### config.mk
export PLATFORM = sky130hd
export DESIGN_NAME = eeprom_slave
export DESIGN_NICKNAME = d
export VERILOG_FILES = /design/src/rtl/eeprom_pkg.sv /design/src/rtl/ee_pin_sync.sv /design/src/rtl/ee_timer.sv /design/src/rtl/ee_array.sv /design/src/rtl/eeprom_slave.sv
export SDC_FILE = /design/constraint.sdc
export NUM_CORES = 2
export LEC_CHECK = 0
export BUFFER_PORTS_ARGS = -buffer_cell sky130_fd_sc_hd__buf_2
export CAP_MARGIN = 40
export CORE_ASPECT_RATIO = 0.8
export CORE_MARGIN = 5
export CORE_UTILIZATION = 55
export CTS_CLUSTER_DIAMETER = 100
export CTS_CLUSTER_SIZE = 12
export DETAILED_ROUTE_END_ITERATION = 12
export GPL_TIMING_DRIVEN = 1
export PLACE_DENSITY = 0.72
export SLEW_MARGIN = 20
export SYNTH_ARGS = -nofsm -noshare
export SYNTH_HDL_FRONTEND = slang
export SYNTH_SLANG_ARGS = --single-unit
### constraint.sdc
create_clock -name clk -period 13.4 [get_ports clk]
set_input_delay 2.68 -clock clk [delete_from_list [all_inputs] [get_ports clk]]
set_output_delay 2.68 -clock clk [all_outputs]
set_load 0.1 [all_outputs]
### src/rtl/eeprom_pkg.sv
package eeprom_pkg;

   typedef enum logic [2:0] {
      ST_CMD,
      ST_ADDR,
      ST_RD,
      ST_STAT,
      ST_WSR,
      ST_WR,
      ST_SKIP
   } ee_state_e;

   // low three opcode bits, upper nibble must be zero
   localparam logic [2:0] OPC_SETWE = 3'b110;
   localparam logic [2:0] OPC_CLRWE = 3'b100;
   localparam logic [2:0] OPC_STAT  = 3'b101;
   localparam logic [2:0] OPC_WSTAT = 3'b001;
   localparam logic [2:0] OPC_READ  = 3'b011;
   localparam logic [2:0] OPC_WRITE = 3'b010;

endpackage

### src/rtl/ee_pin_sync.sv
module ee_pin_sync #(
   parameter int STAGES = 2
) (
   input  logic clk,
   input  logic rst_n,
   input  logic sck,
   input  logic cs_n,
   input  logic mosi,
   output logic sck_rise,
   output logic sck_fall,
   output logic cs_fall,
   output logic cs_rise,
   output logic cs_act,
   output logic mosi_s
);
   // bit 2 = sck, bit 1 = cs_n, bit 0 = mosi
   localparam logic [2:0] IDLE_PINS = 3'b010;

   if (STAGES < 2) begin : g_bad
      $error("ee_pin_sync: STAGES must be at least 2");
   end

   logic [2:0] chain [STAGES];
   logic [2:0] prev;

   always_ff @(posedge clk or negedge rst_n) begin
      if (!rst_n) chain[0] <= IDLE_PINS;
      else        chain[0] <= {sck, cs_n, mosi};
   end

   for (genvar g = 1; g < STAGES; g++) begin : g_stage
      always_ff @(posedge clk or negedge rst_n) begin
         if (!rst_n) chain[g] <= IDLE_PINS;
         else        chain[g] <= chain[g-1];
      end
   end

   always_ff @(posedge clk or negedge rst_n) begin
      if (!rst_n) prev <= IDLE_PINS;
      else        prev <= chain[STAGES-1];
   end

   wire [2:0] cur = chain[STAGES-1];

   assign sck_rise = cur[2] & ~prev[2];
   assign sck_fall = ~cur[2] & prev[2];
   assign cs_fall  = ~cur[1] & prev[1];
   assign cs_rise  = cur[1] & ~prev[1];
   assign cs_act   = ~cur[1];
   assign mosi_s   = cur[0];
endmodule

### src/rtl/ee_timer.sv
module ee_timer #(
   parameter int CYCLES = 40
) (
   input  logic clk,
   input  logic rst_n,
   input  logic start,
   output logic busy,
   output logic done
);
   localparam int CW = $clog2(CYCLES + 1);

   if (CYCLES < 1) begin : g_bad
      $error("ee_timer: CYCLES must be positive");
   end

   logic [CW-1:0] cnt;

   always_ff @(posedge clk or negedge rst_n) begin
      if (!rst_n)              cnt <= '0;
      else if (start && !busy) cnt <= CW'(CYCLES);
      else if (busy)           cnt <= cnt - CW'(1);
   end

   assign busy = (cnt != '0);
   assign done = (cnt == CW'(1));
endmodule

### src/rtl/ee_array.sv
module ee_array #(
   parameter int DEPTH = 512,
   parameter int AW    = $clog2(DEPTH)
) (
   input  logic          clk,
   input  logic          we,
   input  logic [AW-1:0] waddr,
   input  logic [7:0]    wdata,
   input  logic [AW-1:0] raddr,
   output logic [7:0]    rdata
);
   logic [7:0] cells [DEPTH];

   always_ff @(posedge clk) begin
      if (we) cells[waddr] <= wdata;
   end

   assign rdata = cells[raddr];
endmodule

### src/rtl/eeprom_slave.sv
module eeprom_slave
   import eeprom_pkg::*;
#(
   parameter int DEPTH        = 512,
   parameter int PAGE         = 16,
   parameter int WRITE_CYCLES = 40,
   parameter int SYNC_STAGES  = 2,
   parameter bit PROTECT_EN   = 1'b1
) (
   input  logic clk,
   input  logic rst_n,
   input  logic sck,
   input  logic cs_n,
   input  logic mosi,
   input  logic wp_n,
   output logic miso,
   output logic busy
);
   localparam int AW = $clog2(DEPTH);
   localparam int PW = $clog2(PAGE);
   localparam logic [AW-1:0] A_ONE    = AW'(1);
   localparam logic [PW-1:0] P_ONE    = PW'(1);
   localparam logic [PW-1:0] P_LAST   = PW'(PAGE - 1);
   localparam int            LIM_QTR  = DEPTH - DEPTH / 4;
   localparam int            LIM_HALF = DEPTH / 2;

   if (DEPTH < 16 || DEPTH > 512 || (1 << AW) != DEPTH) begin : g_bad_depth
      $error("eeprom_slave: DEPTH must be a power of two in 16..512");
   end
   if (PAGE < 2 || PAGE > DEPTH || (1 << PW) != PAGE) begin : g_bad_page
      $error("eeprom_slave: PAGE must be a power of two no larger than DEPTH");
   end
   if (WRITE_CYCLES < PAGE) begin : g_bad_cyc
      $error("eeprom_slave: WRITE_CYCLES must cover one page commit");
   end

   logic sck_rise, sck_fall, cs_fall, cs_rise, cs_act, mosi_s;

   ee_pin_sync #(.STAGES(SYNC_STAGES)) u_sync (
      .clk, .rst_n, .sck, .cs_n, .mosi,
      .sck_rise, .sck_fall, .cs_fall, .cs_rise, .cs_act, .mosi_s
   );

   ee_state_e       st;
   logic [2:0]      bitcnt;
   logic [7:0]      rx, tx;
   logic [AW-1:0]   addr;
   logic            a8, is_rd;
   logic            wen_q;
   logic [1:0]      bp_q, bp_new;
   logic            wsr_pend;
   logic [7:0]      pbuf [PAGE];
   logic [PAGE-1:0] pvalid;
   logic [AW-PW-1:0] page_q;
   logic [PW-1:0]   cidx;
   logic            commit_on;
   logic            tmr_done, start;
   logic [7:0]      rd_data;

   wire [7:0] byte_in  = {rx[6:0], mosi_s};
   wire       byte_end = sck_rise && (bitcnt == 3'd7);
   wire [8:0] addr_full = {a8, byte_in};
   wire [7:0] status   = busy ? 8'hFF : {4'h0, bp_q, wen_q, 1'b0};

   assign start = cs_rise && !busy &&
                  ((st == ST_WR && |pvalid) || (st == ST_WSR && wsr_pend));

   ee_timer #(.CYCLES(WRITE_CYCLES)) u_tmr (
      .clk, .rst_n, .start, .busy, .done(tmr_done)
   );

   // commit path: one staged byte per clock at the start of the write cycle
   wire [AW-1:0] waddr = {page_q, cidx};
   logic allow;

   if (PROTECT_EN) begin : g_prot
      always_comb begin
         unique case (bp_q)
            2'd0:    allow = 1'b1;
            2'd1:    allow = int'(waddr) < LIM_QTR;
            2'd2:    allow = int'(waddr) < LIM_HALF;
            default: allow = 1'b0;
         endcase
      end
   end else begin : g_noprot
      assign allow = 1'b1;
   end

   ee_array #(.DEPTH(DEPTH), .AW(AW)) u_mem (
      .clk,
      .we    (commit_on && pvalid[cidx] && allow),
      .waddr,
      .wdata (pbuf[cidx]),
      .raddr (addr),
      .rdata (rd_data)
   );

   always_ff @(posedge clk or negedge rst_n) begin
      if (!rst_n) begin
         st        <= ST_CMD;
         bitcnt    <= '0;
         rx        <= '0;
         tx        <= '0;
         addr      <= '0;
         a8        <= 1'b0;
         is_rd     <= 1'b0;
         wen_q     <= 1'b0;
         bp_q      <= '0;
         bp_new    <= '0;
         wsr_pend  <= 1'b0;
         pvalid    <= '0;
         page_q    <= '0;
         cidx      <= '0;
         commit_on <= 1'b0;
         for (int i = 0; i < PAGE; i++) pbuf[i] <= '0;
      end else begin
         if (tmr_done) wen_q <= 1'b0;
         if (start) begin
            if (st == ST_WSR) bp_q <= bp_new;
            else begin
               commit_on <= 1'b1;
               cidx      <= '0;
            end
         end
         if (commit_on) begin
            cidx <= cidx + P_ONE;
            if (cidx == P_LAST) commit_on <= 1'b0;
         end

         if (cs_fall || cs_rise) begin
            st       <= ST_CMD;
            bitcnt   <= '0;
            wsr_pend <= 1'b0;
         end else if (cs_act) begin
            if (sck_rise) begin
               rx     <= byte_in;
               bitcnt <= bitcnt + 3'd1;
            end
            if (byte_end) begin
               unique case (st)
                  ST_CMD: begin
                     if (byte_in[7:4] != 4'h0) st <= ST_SKIP;
                     else if (busy && byte_in[2:0] != OPC_STAT) st <= ST_SKIP;
                     else begin
                        st <= ST_SKIP;
                        case (byte_in[2:0])
                           OPC_SETWE: if (wp_n) wen_q <= 1'b1;
                           OPC_CLRWE: wen_q <= 1'b0;
                           OPC_STAT:  st <= ST_STAT;
                           OPC_WSTAT: if (wen_q) st <= ST_WSR;
                           OPC_READ: begin
                              a8    <= byte_in[3];
                              is_rd <= 1'b1;
                              st    <= ST_ADDR;
                           end
                           OPC_WRITE: if (wen_q) begin
                              a8     <= byte_in[3];
                              is_rd  <= 1'b0;
                              pvalid <= '0;
                              st     <= ST_ADDR;
                           end
                           default: ;
                        endcase
                     end
                  end
                  ST_ADDR: begin
                     addr   <= addr_full[AW-1:0];
                     page_q <= addr_full[AW-1:PW];
                     st     <= is_rd ? ST_RD : ST_WR;
                  end
                  ST_WSR: begin
                     bp_new   <= byte_in[3:2];
                     wsr_pend <= 1'b1;
                  end
                  ST_WR: begin
                     pbuf[addr[PW-1:0]]   <= byte_in;
                     pvalid[addr[PW-1:0]] <= 1'b1;
                     addr[PW-1:0]         <= addr[PW-1:0] + P_ONE;
                  end
                  default: ;
               endcase
            end
            if (sck_fall) begin
               if (bitcnt == 3'd0 && st == ST_RD) begin
                  tx   <= rd_data;
                  addr <= addr + A_ONE;
               end else if (bitcnt == 3'd0 && st == ST_STAT) begin
                  tx <= status;
               end else begin
                  tx <= {tx[6:0], 1'b0};
               end
            end
         end
      end
   end

   assign miso = cs_act && (st == ST_RD || st == ST_STAT) && tx[7];
endmodule

* Yosys cells after proc, flatten, opt, wreduce, memory -nomap -nowiden *
Memories as Yosys holds them, arrays and structs flattened.
Cells that the tools add are included.

storage, ports and cells
  memories kept = 1
  logic and storage cells = 198
  input port bits = 6
  bits in registers = 207
  bits in writable memories = 4,096
  output and inout port bits = 2

cells by class
  equal/unequal tests = 24
  reductions and logical operators = 46
  bitwise logic cells = 14
  magnitude comparators = 8
  add/sub/neg operators = 5
  multiplexer cells = 65

memory list
  memory       words  width  rd ports  clocked after memory_dff  wr ports  RTL line        RTL
  u_mem.cells  512    8      1         0                         1         ee_array.sv:12  logic [7:0] cells [DEPTH];

operator list
  cell                number
  $bwmux 128          1
  $mux 16             4
  $mux 8              6
  $bmux 8 s4          1
  $demux 8 s4         1
  $pmux 16 s2         1
  $mux 3              10
  $mux 9              3
  $mux 1              22
  $eq 3x3->1 const B  6
  $lt 9x9->1 const B  2
  $or 16x16->16       1
  $reduce_and 8->1    2
  $reduce_or 16->1    1
  $logic_and 1x1->1   15
  $ne 2x2->1 const B  7
  $reduce_bool 2->1   7
  $eq 3x2->1 const B  4
  $mux 4              3
  $mux 6              2
  $pmux 3 s4          1
  $reduce_and 3->1    4
  $reduce_and 4->1    3
  $ge 5x5->1 const B  2
  32 further kinds    53

* Depth between registers and ports, before layout *
  word-level depth = 10
  depth in mapped cells = 14
  depth with buffers taken out = 10

* Modules after synthesis *
Synthesis repeated with hierarchy kept, for this count alone.

second synthesis, totals
  cells, all modules = 8,821
  area, all modules = 169,862.9 um^2

modules (own cells, without submodules)
  module        seq. area each (um^2)  cells each  area an instance (um^2)  instances
  ee_array      122,998.0              8,022       159,767.0                1
  eeprom_slave  4,804.6                752         9,492.9                  1
  ee_timer      150.1                  34          365.4                    1
  ee_pin_sync   203.9                  13          237.7                    1

* Least setup slack after synthesis *
OpenSTA, ideal clock, no wires.

  path kind = flip-flop to output port
  from = register st[2]
  to = output port miso
  arrival = 3.538 ns
  required time = 10.720 ns
  path slack = 7.182 ns
  stages on the path, launching flop included = 3
  path buffers = 1
  path through = dfrtp_1 clkbuf_1 nor4bb_1

on the way
  cells in the longest elaborated chain, start to end = 4
  elaborated cells between the ends (all ways) = 5
  those cells by class = eq/ne: 2; reduce/logical: 3

ends and longest elaborated chain
  item                                RTL line             RTL
  start, declared                     eeprom_slave.sv:44   ee_state_e st;
  start signal, assigned              eeprom_slave.sv:169  st <= is_rd ? ST_RD : ST_WR;
  $eq 3x2->1                          eeprom_slave.sv:197  assign miso = cs_act && (st == ST_RD || st == ST_STAT) && tx[7];
  $logic_or 1x1->1 (*)                eeprom_slave.sv:197
  $logic_and 1x1->1 (*) (2 in a row)  eeprom_slave.sv:197
  end, declared                       eeprom_slave.sv:16   output logic miso,

Every way passes the cells marked *; elsewhere a longest branch is shown, timed or not.

* Worst setup path after layout *
  from = register addr[0]
  to = register tx[4]

on the way
  cells in the longest elaborated chain, start to end = 2

ends and longest elaborated chain
  item                             RTL line             RTL
  start, declared                  eeprom_slave.sv:47   logic [AW-1:0] addr;
  start signal, assigned           eeprom_slave.sv:167  addr <= addr_full[AW-1:0];
  start signal, assigned by index  eeprom_slave.sv:178  addr[PW-1:0] <= addr[PW-1:0] + P_ONE;
  start signal, assigned           eeprom_slave.sv:186  addr <= addr + A_ONE;
  $mem_v2 512x8                    -
  $mux 8                           eeprom_slave.sv:184  if (bitcnt == 3'd0 && st == ST_RD) begin
  end signal, assigned             eeprom_slave.sv:185  tx <= rd_data;
  end signal, assigned             eeprom_slave.sv:188  tx <= status;
  end signal, assigned             eeprom_slave.sv:190  tx <= {tx[6:0], 1'b0};
  end, declared                    eeprom_slave.sv:46   logic [7:0] rx, tx;

No other way between the ends.
A chain may end at the register's enable or synchronous reset.

==> impl_results.md <==
* Synthesized flop and latch total at 4302
* Syn Inst Count at 8103
* PostCTS Resize Cnt at 0
* Worst-margin pin slew at 1.13 ns
* Core area at 0.307 sq mm
* Hold depth at 0
* Setup_tns at 0 ns
* DRC Markers at 0
* Critical Path RT at 14.16 ns
* WHS at 0.362 ns
* Commonest non-fill, non-tap cell in the layout: edfxtp_1
* Area Overhead vs Synth at 10.7%
* Max-slew violations at 0
* GP Congestion at 0.966
* GRT Total Usage at 28.8%
* Initial Util at 55.1%
* First-pass GRT wire length at 653000 um
* Final WL at 467000 um
* Post-synth cell types at 93
* Initial antenna violation count at 38
* Via density at 7.02
* Worst-path maximum fanout at 100
* Hold crit path type: flop to flop
* # fillers at 20700
* Reg2reg setup slack at 7.68 ns
* Worst vdd rail ir drop at 0.000113 V
* Crit-path cells: buf_12 > buf_12 > buf_4 > mux4_2 > a22o_1 > nor4_1 > a311o_1 > o2111ai_1 > a211oi_1 > a211oi_1
* RSZ-0062 raised after global routing: no
* CP peak stage delay at 0.84 ns
* Max-Cap Viols at 0
* Reg clk slew, reported paths at 0.06 ns
* Num rows at 182
* Ys flop type: edfxtp_1
* Largest net degree at the start of global routing at 235
* Pre-CTS setup slack at 7.65 ns
* Nets@finish at 8541
* Die area at 0.318 sq mm
* H-tree depth at 5
* Min Clock Period, post-route at 5.72 ns
* Final setup skew at 0.0596 ns
* Ys Warns at 0
* Layout cell share with drive strength beyond 1 at 25.7%
* Hold Vio Cnt, Final at 0
* Antenna viol nets, final at 0
* Final Cycle Share at 42.7%
* Post-CTS setup buffers at 0
* EDFF count, synth at 4096
* Port bufs at 7
* Total gr overflow at 0
* Critical path's slowest cell: dfrtp_4
* Fmax at 0.175 GHz
* Clock sinks at 4302
* Worst setup SP type: flop
* Post-DP HPWL at 282000 um
* Avg Synthesized Cell Area at 20.8 sq um
* Final design utilization at 61.0%
* Status: completed
* Hold_buf cts at 0
* PwrDens at 132 mW/mm^2
* Most frequent cells in the layout: edfxtp_1, mux4_2, nor2_1
* Pwr Total at 24.7 mW
* Bufs on Longest Clock Path at 4
* Post-synthesis sequential area ratio at 75.9%
* Worst setup EP type: flop
* Vias in the first global route at 85300
* Setup violators final at 0
* Final WS setup at 7.68 ns
* Syn nets at 8126
* Die Ht at 506 um
* Worst Path Arrival at 6.49 ns
* IO Pins at 8
* Max_slew headroom at 25.0%
* Static leakage at 55.5 nW
* Wire per inst at 36.8 um
* CTS Root Cell: clkbuf_16
* Reg2Reg Depth at 10
* Critical path type: flop to flop
* Cell Area, Synth at 0.169 sq mm
* First-iteration detailed-routing DRC count at 15200
* Die Width at 629 um
* CTS tree: built
* Clock Latency Late Sink at 0.93 ns
* Initial DRT Pass Iterations at 9
* Total CTS buffers at 401
* Vias at 89100
* Async S/R FF share, synth at 4.79%
-- path summary, 6_finish.rpt --
check,startpoint,endpoint
hold / removal,u_sync.chain[4],u_sync.cur[1]
max in group asynchronous,rst_n,addr[4]
min in group asynchronous,rst_n,pbuf[109]
setup reg to reg,addr[0],tx[4]
setup / recovery,addr[0],tx[4]
hold reg to reg,u_sync.chain[4],u_sync.cur[1]
-- Yosys cell counts, drive strengths merged (16+ instances only) --
library cell / n / share of area [%]
o211ai: 16 / 0.071
nor2: 651 / 1.5
clkbuf: 220 / 0.49
mux4: 1028 / 14
nor2b: 24 / 0.089
mux2: 171 / 1.1
ha: 17 / 0.13
a22o: 27 / 0.14
a21oi: 86 / 0.25
o22ai: 92 / 0.34
a211oi: 34 / 0.15
o221ai: 31 / 0.16
edfxtp: 4096 / 73
a31oi: 42 / 0.16
dfrtp: 203 / 3.0
nor4: 25 / 0.093
o21ai: 64 / 0.19
a2111oi: 16 / 0.090
mux2i: 292 / 1.7
inv: 25 / 0.056
nand3: 69 / 0.21
buf: 284 / 1.3
nor3: 40 / 0.12
a221oi: 33 / 0.17
nand2: 237 / 0.54
a22oi: 120 / 0.53
-- cells by family after synthesis --
| kind of cell | after synthesis | synth area share (%) |
|---|---|---|
| AO/OA/AOI/OAI | 632 | 2.64 |
| flip-flops | 4302 | 75.9 |
| AND/OR/NAND/NOR | 1129 | 2.87 |
| multiplexers | 1491 | 16.6 |
| XOR/XNOR | 2 | 0.0104 |
| buffers and inverters | 530 | 1.85 |
| adder cells (fa/ha/maj) | 17 | 0.126 |
-- metrics by stage --
stage / cells / cell area (sq um)
final: 12700 / 187000
after global routing: 12700 / 187000
after CTS: 12500 / 185000
after detailed placement: 11900 / 174000
after global placement: 11800 / 173000
after floorplan: 8103 / 169000
-- worst max-delay path, delay by kind of cell, from the launching register on --
family,cells,cell delay (ns)
AOI/OAI and AO/OA,5,1.90
buffers and inverters,3,1.93
DFF,1,0.84
muxes,1,0.58
and+or+nand+nor,1,0.23
-- registers in the layout, summed over array words and instances (netlist names), 3 cells and up --
name,count
u_sync.cur,3
rx,7
addr,9
u_tmr.cnt,6
st,3
cidx,4
page_q,5
u_sync.chain,3
pbuf,128
bitcnt,3
tx,8
u_mem.cells,4096
pvalid,16
-- report_power, final --
group	internal (mW)	switching [mW]
sequential	14.5	0.0369
combinational	0.0347	0.0700
clock	5.46	4.62
total	20.0	4.73
-- layer usage --
metal / wire length [um] / up-vias / GRT usage [%]
li1: - / 34200 / -
met3: 73800 / 1110 / 11.0
met5: 466 / - / 0.465
met2: 205000 / 7368 / 40.8
met4: 19100 / 27 / 9.85
met1: 168000 / 46400 / 41.6
-- area by class of cell --
class / count / area [sq um] / share of cell area (%)
clock buffer: 490 / 10600 / 5.65
timing repair buffer: 516 / 4910 / 2.63
multi-input combinational: 3271 / 37900 / 20.3
inverter: 26 / 106 / 0.0569
sequential: 4302 / 128000 / 68.6
antenna: 18 / 45.0 / 0.0241
tap: 4048 / 5060 / 2.71
clock inverter: 17 / 168 / 0.0897
Note: power is estimated with default switching activity, not from simulation.
